<file path="config.mk">
export PLATFORM = sky130hd
export DESIGN_NAME = charIo
export DESIGN_NICKNAME = d
export VERILOG_FILES = /design/src/rtl/charIoPkg.sv /design/src/rtl/charIoCtrl.sv /design/src/rtl/charIoData.sv /design/src/rtl/charIoDecode.sv /design/src/rtl/charIo.sv
export SDC_FILE = /design/constraint.sdc
export NUM_CORES = 1
export LEC_CHECK = 0
export BUFFER_PORTS_ARGS = -buffer_cell sky130_fd_sc_hd__buf_2
export CAP_MARGIN = 25
export CELL_PAD_IN_SITES_DETAIL_PLACEMENT = 1
export CELL_PAD_IN_SITES_GLOBAL_PLACEMENT = 2
export CORE_UTILIZATION = 18
export CTS_BUF_LIST = sky130_fd_sc_hd__clkbuf_2
export CTS_CLUSTER_DIAMETER = 150
export DETAILED_ROUTE_END_ITERATION = 10
export PLACE_DENSITY = 0.83
export SETUP_SLACK_MARGIN = 0.05
export SLEW_MARGIN = 20
export SYNTH_ARGS = -nofsm -noshare
export SYNTH_HDL_FRONTEND = slang
export SYNTH_HIERARCHICAL = 1
export SYNTH_SLANG_ARGS = --single-unit
export TNS_END_PERCENT = 10
</file>
<file path="constraint.sdc">
create_clock -name clk -period 1.1 [get_ports clk]
set_input_delay 0.165 -clock clk [delete_from_list [all_inputs] [get_ports clk]]
set_output_delay 0.165 -clock clk [all_outputs]
set_load 0.01 [all_outputs]
</file>
<file path="src/rtl/charIoPkg.sv">
package charIoPkg;
  // Strobes from control to datapath
  typedef struct packed {
    logic loadIn;
    logic loadOut;
  } ioStrobes_t;

  typedef enum logic [1:0] {
    CLS_MEM = 2'd0,
    CLS_REG = 2'd1,
    CLS_IO  = 2'd2
  } instrClass_t;
endpackage

</file>
<file path="src/rtl/charIoCtrl.sv">
module charIoCtrl
  import charIoPkg::*;
(
  input  logic       clk,
  input  logic       rstN,
  input  logic       devStrobe,
  input  logic       cpuTakeIn,
  input  logic       cpuLoadOut,
  input  logic       devDone,
  output logic       inFlag,
  output logic       outFlag,
  output ioStrobes_t strobes
);
  logic inFlagQ, outFlagQ;

  always_comb begin
    strobes.loadIn  = devStrobe && !inFlagQ;
    strobes.loadOut = cpuLoadOut && outFlagQ;
  end

  always_ff @(posedge clk) begin
    if (!rstN) begin
      inFlagQ  <= 1'b0;
      outFlagQ <= 1'b1;
    end else begin
      if (strobes.loadIn)
        inFlagQ <= 1'b1;
      else if (cpuTakeIn)
        inFlagQ <= 1'b0;

      if (strobes.loadOut)
        outFlagQ <= 1'b0;
      else if (devDone)
        outFlagQ <= 1'b1;
    end
  end

  assign inFlag  = inFlagQ;
  assign outFlag = outFlagQ;
endmodule

</file>
<file path="src/rtl/charIoData.sv">
module charIoData
  import charIoPkg::*;
#(
  parameter int CHAR_W = 8,
  parameter int ACC_W  = 16
) (
  input  logic              clk,
  input  logic              rstN,
  input  ioStrobes_t        strobes,
  input  logic [CHAR_W-1:0] devChar,
  input  logic [ACC_W-1:0]  accIn,
  output logic [ACC_W-1:0]  accOut,
  output logic [CHAR_W-1:0] outChar
);
  localparam int PAD_W = ACC_W - CHAR_W;

  logic [CHAR_W-1:0] inReg, outReg;

  always_ff @(posedge clk) begin
    if (!rstN) begin
      inReg  <= '0;
      outReg <= '0;
    end else begin
      if (strobes.loadIn)  inReg  <= devChar;
      if (strobes.loadOut) outReg <= accIn[CHAR_W-1:0];
    end
  end

  assign accOut  = {{PAD_W{1'b0}}, inReg};
  assign outChar = outReg;
endmodule

</file>
<file path="src/rtl/charIoDecode.sv">
module charIoDecode
  import charIoPkg::*;
#(
  parameter int INSTR_W = 16,
  parameter int ADDR_W  = 12,
  parameter int OP_W    = 3
) (
  input  logic [INSTR_W-1:0] instr,
  output logic               isMemRef,
  output logic               isRegRef,
  output logic               isIoRef,
  output logic               indirect,
  output logic [ADDR_W-1:0]  addr
);
  localparam int MODE_BIT = INSTR_W - 1;
  localparam int OP_HI    = INSTR_W - 2;

  logic [OP_W-1:0] opField;
  instrClass_t     cls;

  assign opField = instr[OP_HI -: OP_W];

  always_comb begin
    if (opField != {OP_W{1'b1}})
      cls = CLS_MEM;
    else if (instr[MODE_BIT])
      cls = CLS_IO;
    else
      cls = CLS_REG;
  end

  assign isMemRef = (cls == CLS_MEM);
  assign isRegRef = (cls == CLS_REG);
  assign isIoRef  = (cls == CLS_IO);
  assign indirect = instr[MODE_BIT];
  assign addr     = instr[ADDR_W-1:0];
endmodule

</file>
<file path="src/rtl/charIo.sv">
module charIo
  import charIoPkg::*;
#(
  parameter int CHAR_W  = 8,
  parameter int ACC_W   = 16,
  parameter int INSTR_W = 16,
  parameter int ADDR_W  = 12
) (
  input  logic               clk,
  input  logic               rstN,
  input  logic               devStrobe,
  input  logic [CHAR_W-1:0]  devChar,
  input  logic               cpuTakeIn,
  output logic [ACC_W-1:0]   accOut,
  output logic               inFlag,
  input  logic               cpuLoadOut,
  input  logic [ACC_W-1:0]   accIn,
  input  logic               devDone,
  output logic [CHAR_W-1:0]  outChar,
  output logic               outFlag,
  input  logic [INSTR_W-1:0] instr,
  output logic               isMemRef,
  output logic               isRegRef,
  output logic               isIoRef,
  output logic               indirect,
  output logic [ADDR_W-1:0]  addr
);
  ioStrobes_t strobes;

  charIoCtrl uCtrl (
    .clk(clk), .rstN(rstN), .devStrobe(devStrobe), .cpuTakeIn(cpuTakeIn),
    .cpuLoadOut(cpuLoadOut), .devDone(devDone), .inFlag(inFlag),
    .outFlag(outFlag), .strobes(strobes)
  );

  charIoData #(.CHAR_W(CHAR_W), .ACC_W(ACC_W)) uData (
    .clk(clk), .rstN(rstN), .strobes(strobes), .devChar(devChar),
    .accIn(accIn), .accOut(accOut), .outChar(outChar)
  );

  charIoDecode #(.INSTR_W(INSTR_W), .ADDR_W(ADDR_W)) uDec (
    .instr(instr), .isMemRef(isMemRef), .isRegRef(isRegRef),
    .isIoRef(isIoRef), .indirect(indirect), .addr(addr)
  );
endmodule

</file>
# Word-level counts from Yosys, hierarchy flattened
# Index checks and enable logic that the tools add are counted.
# totals
ff_bits	18
out_inout_bits	42
input_bits	46
word_cells	19
# op_classes
reduce_logical	6
n_mux	6
eq_ne	3
# ops
cell	n
1-bit two-way mux	4
2-bit two-way mux	2
2-bit nonzero test	2
3-bit inequality test, second input constant	1
2-bit by 1-bit equality test with 1-bit output, second input constant	1
2-bit equality test, second input constant	1
1-bit logical AND	2
2-bit zero test	1
1-bit zero test	1

# Logic depth before layout (Yosys ltp)
# Gate-level depths: netlist of run 1.
# logic_depth
depth_word	3
ltp_mapped	4
ltp_nobuf	3

# Modules after synthesis
# The synthesis of run 1 kept the hierarchy.
# by_module_without_submodules
mod	n_inst	area_per_inst_um2	seq_area_each_um2	cells_each
charIoData	1	671.9	320.3	60
charIoDecode	1	121.4	0.0	16
charIoCtrl	1	81.3	40.0	8

# Least setup slack after synthesis of run 1
# OpenSTA, ideal clock, no wires.
# synth_timing
path_type	reg-to-reg
startpoint	register uCtrl.outFlagQ, in the netlist uCtrl/outFlag
endpoint	register uData.outReg[0], in the netlist uData/outChar[0]
arrival_time_ns	0.896
path_buffers	1
stages_incl_launch_ff	5
setup_ns	0.116
synth_period_minus_slack_ns	1.012
t_required_ns	0.984
setup_slack_ns	0.088
cell_sequence	dfxtp_1 > and2_4 > buf_6 > mux2i_1 > nor2b_1
# synth_lines
item	line	rtl
from (decl)	charIoCtrl.sv:14	logic inFlagQ, outFlagQ;
from (signal assigned)	charIoCtrl.sv:24	outFlagQ <= 1'b1;
from (signal assigned)	charIoCtrl.sv:32	outFlagQ <= 1'b0;
from (signal assigned)	charIoCtrl.sv:34	outFlagQ <= 1'b1;
to (signal assigned)	charIoData.sv:25	if (strobes.loadOut) outReg <= accIn[CHAR_W-1:0];
to (decl)	charIoData.sv:17	logic [CHAR_W-1:0] inReg, outReg;

==> results of run 1 <==
## timing repair
item / 4_1_cts / 5_1_grt
gates resized for setup: 3 / 17
buffers inserted: 1 / 1
pin swaps: 0 / 1
endpoints found under the setup margin: 1 / 25
## synthesized netlist by cell type (2+ instances only)
cell	n	area, um^2
sky130_fd_sc_hd__buf_4	21	158
sky130_fd_sc_hd__mux2i_1	16	160
sky130_fd_sc_hd__buf_6	2	22.5
sky130_fd_sc_hd__dfxtp_1	18	360
sky130_fd_sc_hd__nor2b_1	17	106
## per-layer routing
metal	track usage	vias up	wire (um)	share of wire
met2	0.123	38	926	0.49
met4	0.00436	0	6	0.0032
met3	0.0394	4	171	0.091
met1	0.0820	292	777	0.41
li1	-	323	-	-
met5	0	-	0	0
## layout make-up
type / instances / area share
clock buffer: 3 / 0.0133
clock inverter: 1 / 0.00334
tap: 52 / 0.0578
sequential: 18 / 0.333
multi-input combinational: 49 / 0.323
timing repair buffer: 51 / 0.270
## flip-flops by register name, summed over array words and instances, names as in the netlist
register,cells
uCtrl/inFlag,1
uCtrl/outFlag,1
uData/inReg,8
uData/outChar,8
## worst max-delay path, stage by stage (launching register included)
cell	delay (ns)
sky130_fd_sc_hd__dfxtp_2	0.36
sky130_fd_sc_hd__nor2b_1	0.13
sky130_fd_sc_hd__buf_6	0.18
sky130_fd_sc_hd__mux2i_2	0.23
sky130_fd_sc_hd__nor2b_1	0.07
## kinds of logic after synthesis
group,share of synthesized area
mux,0.183
other cells,0.00429
buf+inv,0.212
flops,0.412
simple gates,0.167
compound gates,0.0215
## power by group
part	internal (mW)	switching, mW
Clock	0.0791	0.216
Combinational	0.159	0.132
Sequential	0.701	0.0229
## worst max path at each step
| stage | slack, ns | from | cells after the start | endpoint |
|---|---|---|---|---|
| after floorplan | 0.09 | uCtrl/outFlag | 4 | uData/outChar[0] |
| after global placement | 0.12 | uCtrl/outFlag | 3 | uData/outChar[6] |
| after detailed placement | 0.07 | uCtrl/inFlag | 4 | uData/inReg[1] |
| after CTS | 0.02 | uCtrl/inFlag | 2 | inFlag |
| after global routing | -0.02 | uCtrl/inFlag | 2 | inFlag |
| final | 0.05 | uCtrl/inFlag | 4 | uData/inReg[1] |
==> flow_metrics.env, run 1 <==
export IMPL_synth_edf_count=0
export IMPL_grt_overflow_total=0
export IMPL_row_count=24
export IMPL_critPathCaptureType="flop"
export IMPL_yosys_reg_bits=18
export IMPL_die_height_um=71.7
export IMPL_timing_hold_worst_endpoint="uCtrl/outFlag"
export IMPL_post_synth_arst_share=0
export IMPL_drc=0
export IMPL_routabilityCongestion=0.584
export IMPL_clkSinkCount=18
export IMPL_holdCritStartpoint="devDone"
export IMPL_drt_vias_per_instance=3.78
export IMPL_route_detailed_wl_per_inst_um=10.8
export IMPL_clk_path_buf_depth=2
export IMPL_timing_critical_path_fanout_max=8
export IMPL_synthesis_area_um2=875
export IMPL_layout_area_seq_um2=374
export IMPL_max_cap_violations=0
export IMPL_post_route_cells_drive_above_1_share=0.566
export IMPL_worstHoldPathType="input pin to flop"
export IMPL_timing_final_max_slew_violations=0
export IMPL_design_area_mm2=0.00112
export IMPL_dominantRegCellSynth="sky130_fd_sc_hd__dfxtp_1"
export IMPL_finalNetCount=169
export IMPL_total_power_mw=1.31
export IMPL_dp_worst_setup_slack_ns=0.0722
export IMPL_run_status="complete, no violations"
export IMPL_layout_common_cells="42 x sky130_fd_sc_hd__buf_2, 17 x sky130_fd_sc_hd__nor2b_1, 14 x sky130_fd_sc_hd__mux2i_1"
export IMPL_min_path_cells=3
export IMPL_placement_io_buffers=47
export IMPL_final_min_clock_period_ns=1.05
export IMPL_die_width_um=71.7
export IMPL_detail_route_iter0_violations=16
export IMPL_total_area_of_multi_input_combinational_cells_um2=363
export IMPL_layout_cells_non_filler=174
export IMPL_routed_wl_um=1880
export IMPL_clock_pin_slew_of_the_registers_on_the_worst_case_setup_and_hold_paths_ns=0.18
export IMPL_regToRegStartpoint="uCtrl/inFlag"
export IMPL_grt_pass1_wl_um=2850
export IMPL_rr_worst_depth=4
export IMPL_p_leak_nw=0.558
export IMPL_post_dp_hpwl_um=1410
export IMPL_yosysUniqueCellTypes=15
export IMPL_finalHoldWorstSlack_ns=0.0868
export IMPL_postRouteAntennaNets=0
export IMPL_placed_cell_area_mm2=0.00103
export IMPL_antenna_cells_inserted=0
export IMPL_post_placement_cell_count=168
export IMPL_worst_ir_drop_vdd_mv=0.638
export IMPL_layout_core_utilization=0.250
export IMPL_grt_pass1_vias=594
export IMPL_syn_to_final_growth_pct=28.6
export IMPL_synth_avg_cell_area_um2=10.4
export IMPL_unrepaired_setup_endpoints_after_global_routing="true"
export IMPL_drt_pass1_iter_count=4
export IMPL_global_route_usage_total=0.0716
export IMPL_synth_yosys_warnings=6
export IMPL_setup_slack_ns=0.0537
export IMPL_most_common_cell_after_layout_fill_and_taps_aside="sky130_fd_sc_hd__buf_2"
export IMPL_finalCritPeriodShare=0.951
export IMPL_fmax_mhz=956
export IMPL_grt_max_degree=19
export IMPL_clk_root_buffer_cell="sky130_fd_sc_hd__clkbuf_2"
export IMPL_cp_data_required_time_ns=1.32
export IMPL_core_area_mm2=0.00450
export IMPL_postCtsHoldBufs=0
export IMPL_vias=657
export IMPL_rrSetupSlack_ns=0.05
export IMPL_worst_clock_skew_ns=0.00397
export IMPL_ioPinCount=88
export IMPL_starting_density_of_the_core=0.194
export IMPL_crit_path_start_kind="flop"
export IMPL_numCtsBuffers=3
export IMPL_critical_path_arrival_ns=1.27
export IMPL_die_area_mm2=0.00514
export IMPL_worst_skew_pair_late_latency_ns=0.30
export IMPL_cts_htree_levels=1
export IMPL_power_density_cell_area_mw_per_mm2=1160
export IMPL_final_fill_count=550
export IMPL_fraction_of_the_yosys_area_taken_by_sequential_cells=0.412
export IMPL_cts_tree="yes"
export IMPL_setup_total_negative_slack_ns=0
export IMPL_hold_viol=0
export IMPL_path_class="flop to flop"
export IMPL_final_report_setup_violation_count=0
export IMPL_syn_instance_count=84
export IMPL_antenna_violations_before_repair=0
export IMPL_worstReg2RegEnd="uData/inReg[1]"
Power figures use the tool's default switching activity.
==> inputs of run 2 (changes only) <==
Settings changed: CELL_PAD_IN_SITES_DETAIL_PLACEMENT 1 to not set, CELL_PAD_IN_SITES_GLOBAL_PLACEMENT 2 to not set, CORE_UTILIZATION 18 to 36, PLACE_DENSITY 0.83 to 0.84.
==> run 2 against run 1 <==
  * Routed wire length down 15%
  * First-iteration DRC count down 31%
  * Cell count down 14%
  * Count of clock-buffer cells in the layout unchanged
  * Worst hold slack better by 0.023 ns
  * Combinational power down 9.3%
  * Sequential share of layout area up 1.6 points
  * Critical path type unchanged
  * Largest power group unchanged
  * Highest routed layer unchanged
==> flow_metrics.env, run 2 (same netlist as run 1, synthesis figures left out) <==
export IMPL_timing_critical_path_max_delay_family="flip-flops"
export IMPL_antenna_violations_before_repair=0
export IMPL_drc=0
export IMPL_timing_final_max_slew_violations=0
export IMPL_post_placement_cell_count=143
export IMPL_crit_path_start_kind="flop"
export IMPL_setup_total_negative_slack_ns=0
export IMPL_worst_clock_skew_ns=0.000825
export IMPL_power_share_switching=0.263
export IMPL_total_power_mw=1.23
export IMPL_intPower_uw=909
export IMPL_routabilityCongestion=0.549
export IMPL_most_common_cell_after_layout_fill_and_taps_aside="sky130_fd_sc_hd__buf_2"
export IMPL_drt_pass1_iter_count=3
export IMPL_layout_common_cells="47 x sky130_fd_sc_hd__buf_2, 17 x sky130_fd_sc_hd__dfxtp_1, 16 x sky130_fd_sc_hd__mux2i_1, 16 x sky130_fd_sc_hd__nor2b_1, 8 x sky130_fd_sc_hd__conb_1"
export IMPL_crit_slowest_cell="sky130_fd_sc_hd__dfxtp_2"
export IMPL_rr_worst_depth=4
export IMPL_antenna_cells_inserted=0
export IMPL_worst_skew_pair_late_latency_ns=0.27
export IMPL_route_detailed_wl_per_inst_um=10.7
export IMPL_p_sw_uw=325
export IMPL_placement_io_buffers=47
export IMPL_timing_critical_path_slowest_cell_delay_ns=0.36
export IMPL_starting_density_of_the_core=0.388
export IMPL_timing_critical_path_cells="nor2b_2, buf_6, mux2i_1, nor2b_1"
export IMPL_cp_depth=4
export IMPL_grt_pass1_wl_um=2300
export IMPL_postRouteAntennaNets=0
export IMPL_worst_ir_drop_vdd_mv=0.665
export IMPL_share_clk_of_total_power=0.205
export IMPL_unrepaired_setup_endpoints_after_global_routing="true"
export IMPL_clk_root_buffer_cell="sky130_fd_sc_hd__clkbuf_2"
export IMPL_die_height_um=51.3
export IMPL_p_leak_nw=0.546
export IMPL_critPathCaptureType="flop"
export IMPL_critical_path_arrival_ns=1.18
export IMPL_clock_pin_slew_of_the_registers_on_the_worst_case_setup_and_hold_paths_ns=0.15
export IMPL_dp_worst_setup_slack_ns=0.0698
export IMPL_layout_cells_non_filler=149
export IMPL_pwr_share_seq=0.581
export IMPL_cts_htree_levels=1
export IMPL_finalNetCount=169
export IMPL_finalCritPeriodShare=0.897
export IMPL_postCtsHoldBufs=0
export IMPL_cp_data_required_time_ns=1.29
export IMPL_grt_overflow_total=0
export IMPL_worstHoldPathType="input pin to flop"
export IMPL_post_dp_hpwl_um=1230
export IMPL_final_report_setup_violation_count=0
export IMPL_routed_wl_um=1600
export IMPL_final_fill_count=238
export IMPL_die_width_um=51.3
export IMPL_core_area_mm2=0.00225
export IMPL_timing_critical_path_fanout_max=8
export IMPL_total_area_of_multi_input_combinational_cells_um2=365
export IMPL_fmax_mhz=1010
export IMPL_die_area_mm2=0.00263
export IMPL_grt_pass1_vias=561
export IMPL_global_route_usage_total=0.117
export IMPL_min_path_cells=3
export IMPL_post_route_cells_drive_above_1_share=0.479
export IMPL_clk_path_buf_depth=2
export IMPL_path_buf_inv=1
export IMPL_power_density_cell_area_mw_per_mm2=1190
export IMPL_numCtsBuffers=3
export IMPL_ioPinCount=88
export IMPL_syn_to_final_growth_pct=18.7
export IMPL_clkSinkCount=18
export IMPL_drt_vias_per_instance=4.38
export IMPL_cts_tree="yes"
export IMPL_detail_route_iter0_violations=11
export IMPL_row_count=17
export IMPL_final_min_clock_period_ns=0.987
export IMPL_pwr_share_comb=0.214
export IMPL_path_class="flop to flop"
export IMPL_grt_max_degree=19
export IMPL_hold_viol=0
export IMPL_vias=653
export IMPL_setup_slack_ns=0.113
export IMPL_run_status="complete, no violations"
export IMPL_max_cap_violations=0
export IMPL_rrSetupSlack_ns=0.11
export IMPL_layout_area_seq_um2=362
[run 2: cell types whose count changed in the layout (fill, tap and decap cells not counted), moves of 2 or more]
| cell | before | now |
|---|---|---|
| sky130_fd_sc_hd__dfxtp_1 | 7 | 17 |
| sky130_fd_sc_hd__mux2i_2 | 2 | 0 |
| sky130_fd_sc_hd__mux2i_1 | 14 | 16 |
| sky130_fd_sc_hd__buf_6 | 7 | 1 |
| sky130_fd_sc_hd__dfxtp_2 | 11 | 1 |
| sky130_fd_sc_hd__buf_2 | 42 | 47 |
[run 2: timing repair]
item	CTS	global route
cloned	0	1
gates resized for setup	1	2
setup endpoints to repair	3	13
buffers inserted	1	1
pin swaps	0	1
[run 2: final timing paths]
check / from / end
setup / recovery: uCtrl/inFlag / uData/inReg[2]
hold / removal: devDone / uCtrl/outFlag
hold reg to reg: uData/outChar[2] / uData/outChar[2]
setup reg to reg: uCtrl/inFlag / uData/inReg[2]
[run 2: tightest hold or removal path: stages]
cell and delay (ns):
sky130_fd_sc_hd__buf_2 0.07, sky130_fd_sc_hd__nor2_1 0.04, sky130_fd_sc_hd__o21ai_2 0.09
[run 2: layout make-up]
cell class                      instances  area share
Timing Repair Buffer                   50       0.252
Multi-Input combinational cell         50       0.352
Tap cell                               28      0.0337
Sequential cell                        18       0.348
Clock buffer                            3      0.0145
[run 2: power by group through the flow]
| stage | combinational [mW] | clock (mW) | sequential (mW) |
|---|---|---|---|
| after floorplan | 0.198 | 0 | 0.752 |
| after global placement | 0.244 | 0 | 0.728 |
| after detailed placement | 0.252 | 0 | 0.731 |
| after CTS | 0.257 | 0.275 | 0.717 |
| after global routing | 0.290 | 0.301 | 0.723 |
| final | 0.264 | 0.253 | 0.717 |
[run 2: metal layers]
layer,GRT usage,part of all wire
met2,0.204,0.50
met4,0.0721,0.018
met5,0,0
met3,0.0298,0.079
met1,0.124,0.41
[run 2: per-stage QoR]
step / hold WS (ns) / cell area (um^2) / util
2_1_floorplan: 0.224 / 901 / -
3_3_place_gp: 0.330 / 993 / 0.441
3_5_place_dp: 0.330 / 993 / 0.441
4_1_cts: 0.0897 / 1020 / 0.451
5_1_grt: 0.0755 / 1040 / 0.461
6_report: 0.110 / 1040 / 0.461
==> inputs of run 3 (changes only) <==
Settings changed: ABC_AREA set to 1, CORE_UTILIZATION 36 to 39, PLACE_DENSITY 0.84 to 0.89, SYNTH_HIERARCHICAL 1 to not set.
Clock period 1.1 ns to 1.2 ns, I/O delays scaled along.
==> run 3 against run 2 <==
  * Critical path depth down 3
  * Routed wire length up 7.1%
  * First-iteration DRC count up 27%
  * Die area down 6.0%
  * Global-route usage up 4.1 points
  * Final area down 1.1%
  * Worst setup slack better by 0.019 ns
  * Sequential power down 7.1%
  * Clock skew up 0.0028 ns
==> flow_metrics.env, run 3 <==
export IMPL_run_status="complete, no violations"
export IMPL_post_dp_hpwl_um=1350
export IMPL_clock_pin_slew_of_the_registers_on_the_worst_case_setup_and_hold_paths_ns=0.16
export IMPL_fraction_of_the_yosys_area_taken_by_sequential_cells=0.406
export IMPL_worst_ir_drop_vdd_mv=0.672
export IMPL_route_detailed_wl_per_inst_um=9.32
export IMPL_finalNetCount=204
export IMPL_setup_total_negative_slack_ns=0
export IMPL_postCtsHoldBufs=0
export IMPL_critical_path_arrival_ns=0.89
export IMPL_yosysUniqueCellTypes=14
export IMPL_starting_density_of_the_core=0.435
export IMPL_die_height_um=49.7
export IMPL_timing_critical_path_max_delay_family="flip-flops"
export IMPL_synth_top_cell_area_share=0.406
export IMPL_max_cap_violations=0
export IMPL_vias=819
export IMPL_post_route_cells_drive_above_1_share=0.363
export IMPL_cts_htree_levels=1
export IMPL_clk_root_buffer_cell="sky130_fd_sc_hd__clkbuf_2"
export IMPL_netlist_top_cells_area="sky130_fd_sc_hd__dfxtp_1 41%, sky130_fd_sc_hd__buf_4 18%, sky130_fd_sc_hd__nand3_1 9.6%"
export IMPL_numCtsBuffers=3
export IMPL_die_area_mm2=0.00247
export IMPL_path_buf_inv=1
export IMPL_cts_tree="yes"
export IMPL_synth_top_cells_by_count="21 x sky130_fd_sc_hd__buf_4, 19 x sky130_fd_sc_hd__nand2_1, 18 x sky130_fd_sc_hd__dfxtp_1, 18 x sky130_fd_sc_hd__nor2_1, 17 x sky130_fd_sc_hd__nand3_1"
export IMPL_routabilityCongestion=0.697
export IMPL_critPathCaptureType="output port"
export IMPL_timing_critical_path_slowest_cell_delay_ns=0.43
export IMPL_grt_pass1_vias=700
export IMPL_drt_pass1_iter_count=4
export IMPL_worstHoldPathType="input pin to flop"
export IMPL_finalCritPeriodShare=0.890
export IMPL_routed_wl_um=1710
export IMPL_final_report_setup_violation_count=0
export IMPL_die_width_um=49.7
export IMPL_synth_top_area_cell="sky130_fd_sc_hd__dfxtp_1"
export IMPL_path_class="flop to output port"
export IMPL_yosys_reg_bits=18
export IMPL_layout_core_utilization=0.503
export IMPL_syn_instance_count=123
export IMPL_antenna_cells_inserted=0
export IMPL_share_clk_of_total_power=0.217
export IMPL_layout_common_cells="47 x sky130_fd_sc_hd__buf_2, 19 x sky130_fd_sc_hd__nand2_1, 18 x sky130_fd_sc_hd__nor2_1"
export IMPL_timing_critical_path_cells="buf_2"
export IMPL_detail_route_iter0_violations=14
export IMPL_worst_clock_skew_ns=0.00362
export IMPL_topmost_layer_with_routed_signal_wires="met4"
export IMPL_row_count=16
export IMPL_design_area_mm2=0.00103
export IMPL_power_density_cell_area_mw_per_mm2=1130
export IMPL_post_synth_arst_share=0
export IMPL_unrepaired_setup_endpoints_after_global_routing="true"
export IMPL_clk_path_buf_depth=2
export IMPL_p_leak_nw=0.585
export IMPL_wl_met2_um=761
export IMPL_grt_overflow_total=0
export IMPL_antenna_violations_before_repair=0
export IMPL_clkSinkCount=18
export IMPL_synth_yosys_warnings=0
export IMPL_crit_slowest_cell="sky130_fd_sc_hd__dfxtp_1"
export IMPL_timing_critical_path_fanout_max=5
export IMPL_synthMostInstantiatedCell="sky130_fd_sc_hd__buf_4"
export IMPL_ioPinCount=88
export IMPL_drc=0
export IMPL_dominantRegCellSynth="sky130_fd_sc_hd__dfxtp_1"
export IMPL_route_met3_wl_um=182
export IMPL_worst_skew_pair_late_latency_ns=0.30
export IMPL_postRouteAntennaNets=0
export IMPL_placement_io_buffers=47
export IMPL_placed_cell_area_mm2=0.00101
export IMPL_hold_viol=0
export IMPL_synth_avg_cell_area_um2=7.22
export IMPL_global_route_usage_total=0.158
export IMPL_most_common_cell_after_layout_fill_and_taps_aside="sky130_fd_sc_hd__buf_2"
export IMPL_grt_max_degree=11
export IMPL_core_area_mm2=0.00204
export IMPL_synth_edf_count=0
export IMPL_intPower_uw=817
export IMPL_timing_final_max_slew_violations=0
export IMPL_syn_to_final_growth_pct=15.6
export IMPL_fmax_mhz=936
export IMPL_synthesis_area_um2=888
export IMPL_drt_vias_per_instance=4.45
export IMPL_routed_length_on_met1_um=709
export IMPL_crit_path_start_kind="flop"
export IMPL_pwr_share_comb=0.208
export IMPL_pwr_share_seq=0.575
export IMPL_cp_data_required_time_ns=1.02
export IMPL_p_sw_uw=340
export IMPL_final_fill_count=227
export IMPL_final_min_clock_period_ns=1.07
export IMPL_grt_pass1_wl_um=2960
export IMPL_power_share_switching=0.294
[run 3: changes by cell type in the layout (fill, tap and decap cells not counted), moves of 3 or more]
| cell | change |
|---|---|
| sky130_fd_sc_hd__nor2_1 | +17 |
| sky130_fd_sc_hd__nand2_1 | +18 |
| sky130_fd_sc_hd__a21oi_1 | +9 |
| sky130_fd_sc_hd__inv_2 | +3 |
| sky130_fd_sc_hd__inv_1 | +10 |
| sky130_fd_sc_hd__nor2b_1 | -16 |
| sky130_fd_sc_hd__mux2i_1 | -16 |
| sky130_fd_sc_hd__nand3_1 | +16 |
[run 3: power groups by stage]
stage | clock network, mW | registers, mW | logic, mW
after floorplan | 0 | 0.697 | 0.186
after global placement | 0 | 0.678 | 0.239
after detailed placement | 0 | 0.678 | 0.243
after CTS | 0.273 | 0.665 | 0.243
after global routing | 0.288 | 0.673 | 0.272
final | 0.251 | 0.666 | 0.240
[run 3: cells by family after synthesis]
kind of cell / count (synthesis) / synth area share
and+or+nand+nor: 56 / 0.272
buffers and inverters: 38 / 0.262
DFF: 18 / 0.406
AOI/OAI and AO/OA: 10 / 0.0563
other: 1 / 0.00422
[run 3: what timing repair did]
| action | CTS | global route |
|---|---|---|
| endpoints found under the hold margin | 0 | 0 |
| setup endpoints to repair | 0 | 2 |
| buffers inserted | 0 | 0 |
| gates resized for setup | 0 | 1 |
[run 3: metrics by stage]
step	total power, mW	hold slack [ns]	worst slack [ns]	std cells
after floorplan	0.883	0.305	0.286	130
after global placement	0.916	0.360	0.361	180
after detailed placement	0.920	0.360	0.340	180
after CTS	1.18	0.0502	0.0531	184
after global routing	1.23	0.0864	0.0422	184
final	1.16	0.0765	0.132	184
[run 3: cell type report]
| type | instances | area [um^2] | area share |
|---|---|---|---|
| repair buffers | 48 | 243 | 0.236 |
| flip-flops and latches | 18 | 362 | 0.352 |
| multi-input cells | 74 | 322 | 0.313 |
| clock inverters | 1 | 3.75 | 0.00365 |
| clock buffers | 3 | 15.0 | 0.0146 |
| inverters | 13 | 48.8 | 0.0475 |
| well taps | 27 | 33.8 | 0.0329 |
[run 3: path summary, 6_finish.rpt]
kind	start	end	slack, ns	cells past startpoint
setup / recovery	uCtrl.outFlag	outFlag	0.13	1
hold / removal	devDone	uCtrl.outFlag	0.08	3
setup reg to reg	uCtrl.outFlag	uData.outChar[4]	0.32	3
hold reg to reg	uData.outChar[2]	uData.outChar[2]	0.47	2
[run 3: metal layers]
metal | up-vias | track usage
met1 | 344 | 0.175
met4 | 0 | 0.100
met2 | 48 | 0.257
li1 | 419 | -
met5 | - | 0
met3 | 8 | 0.0525
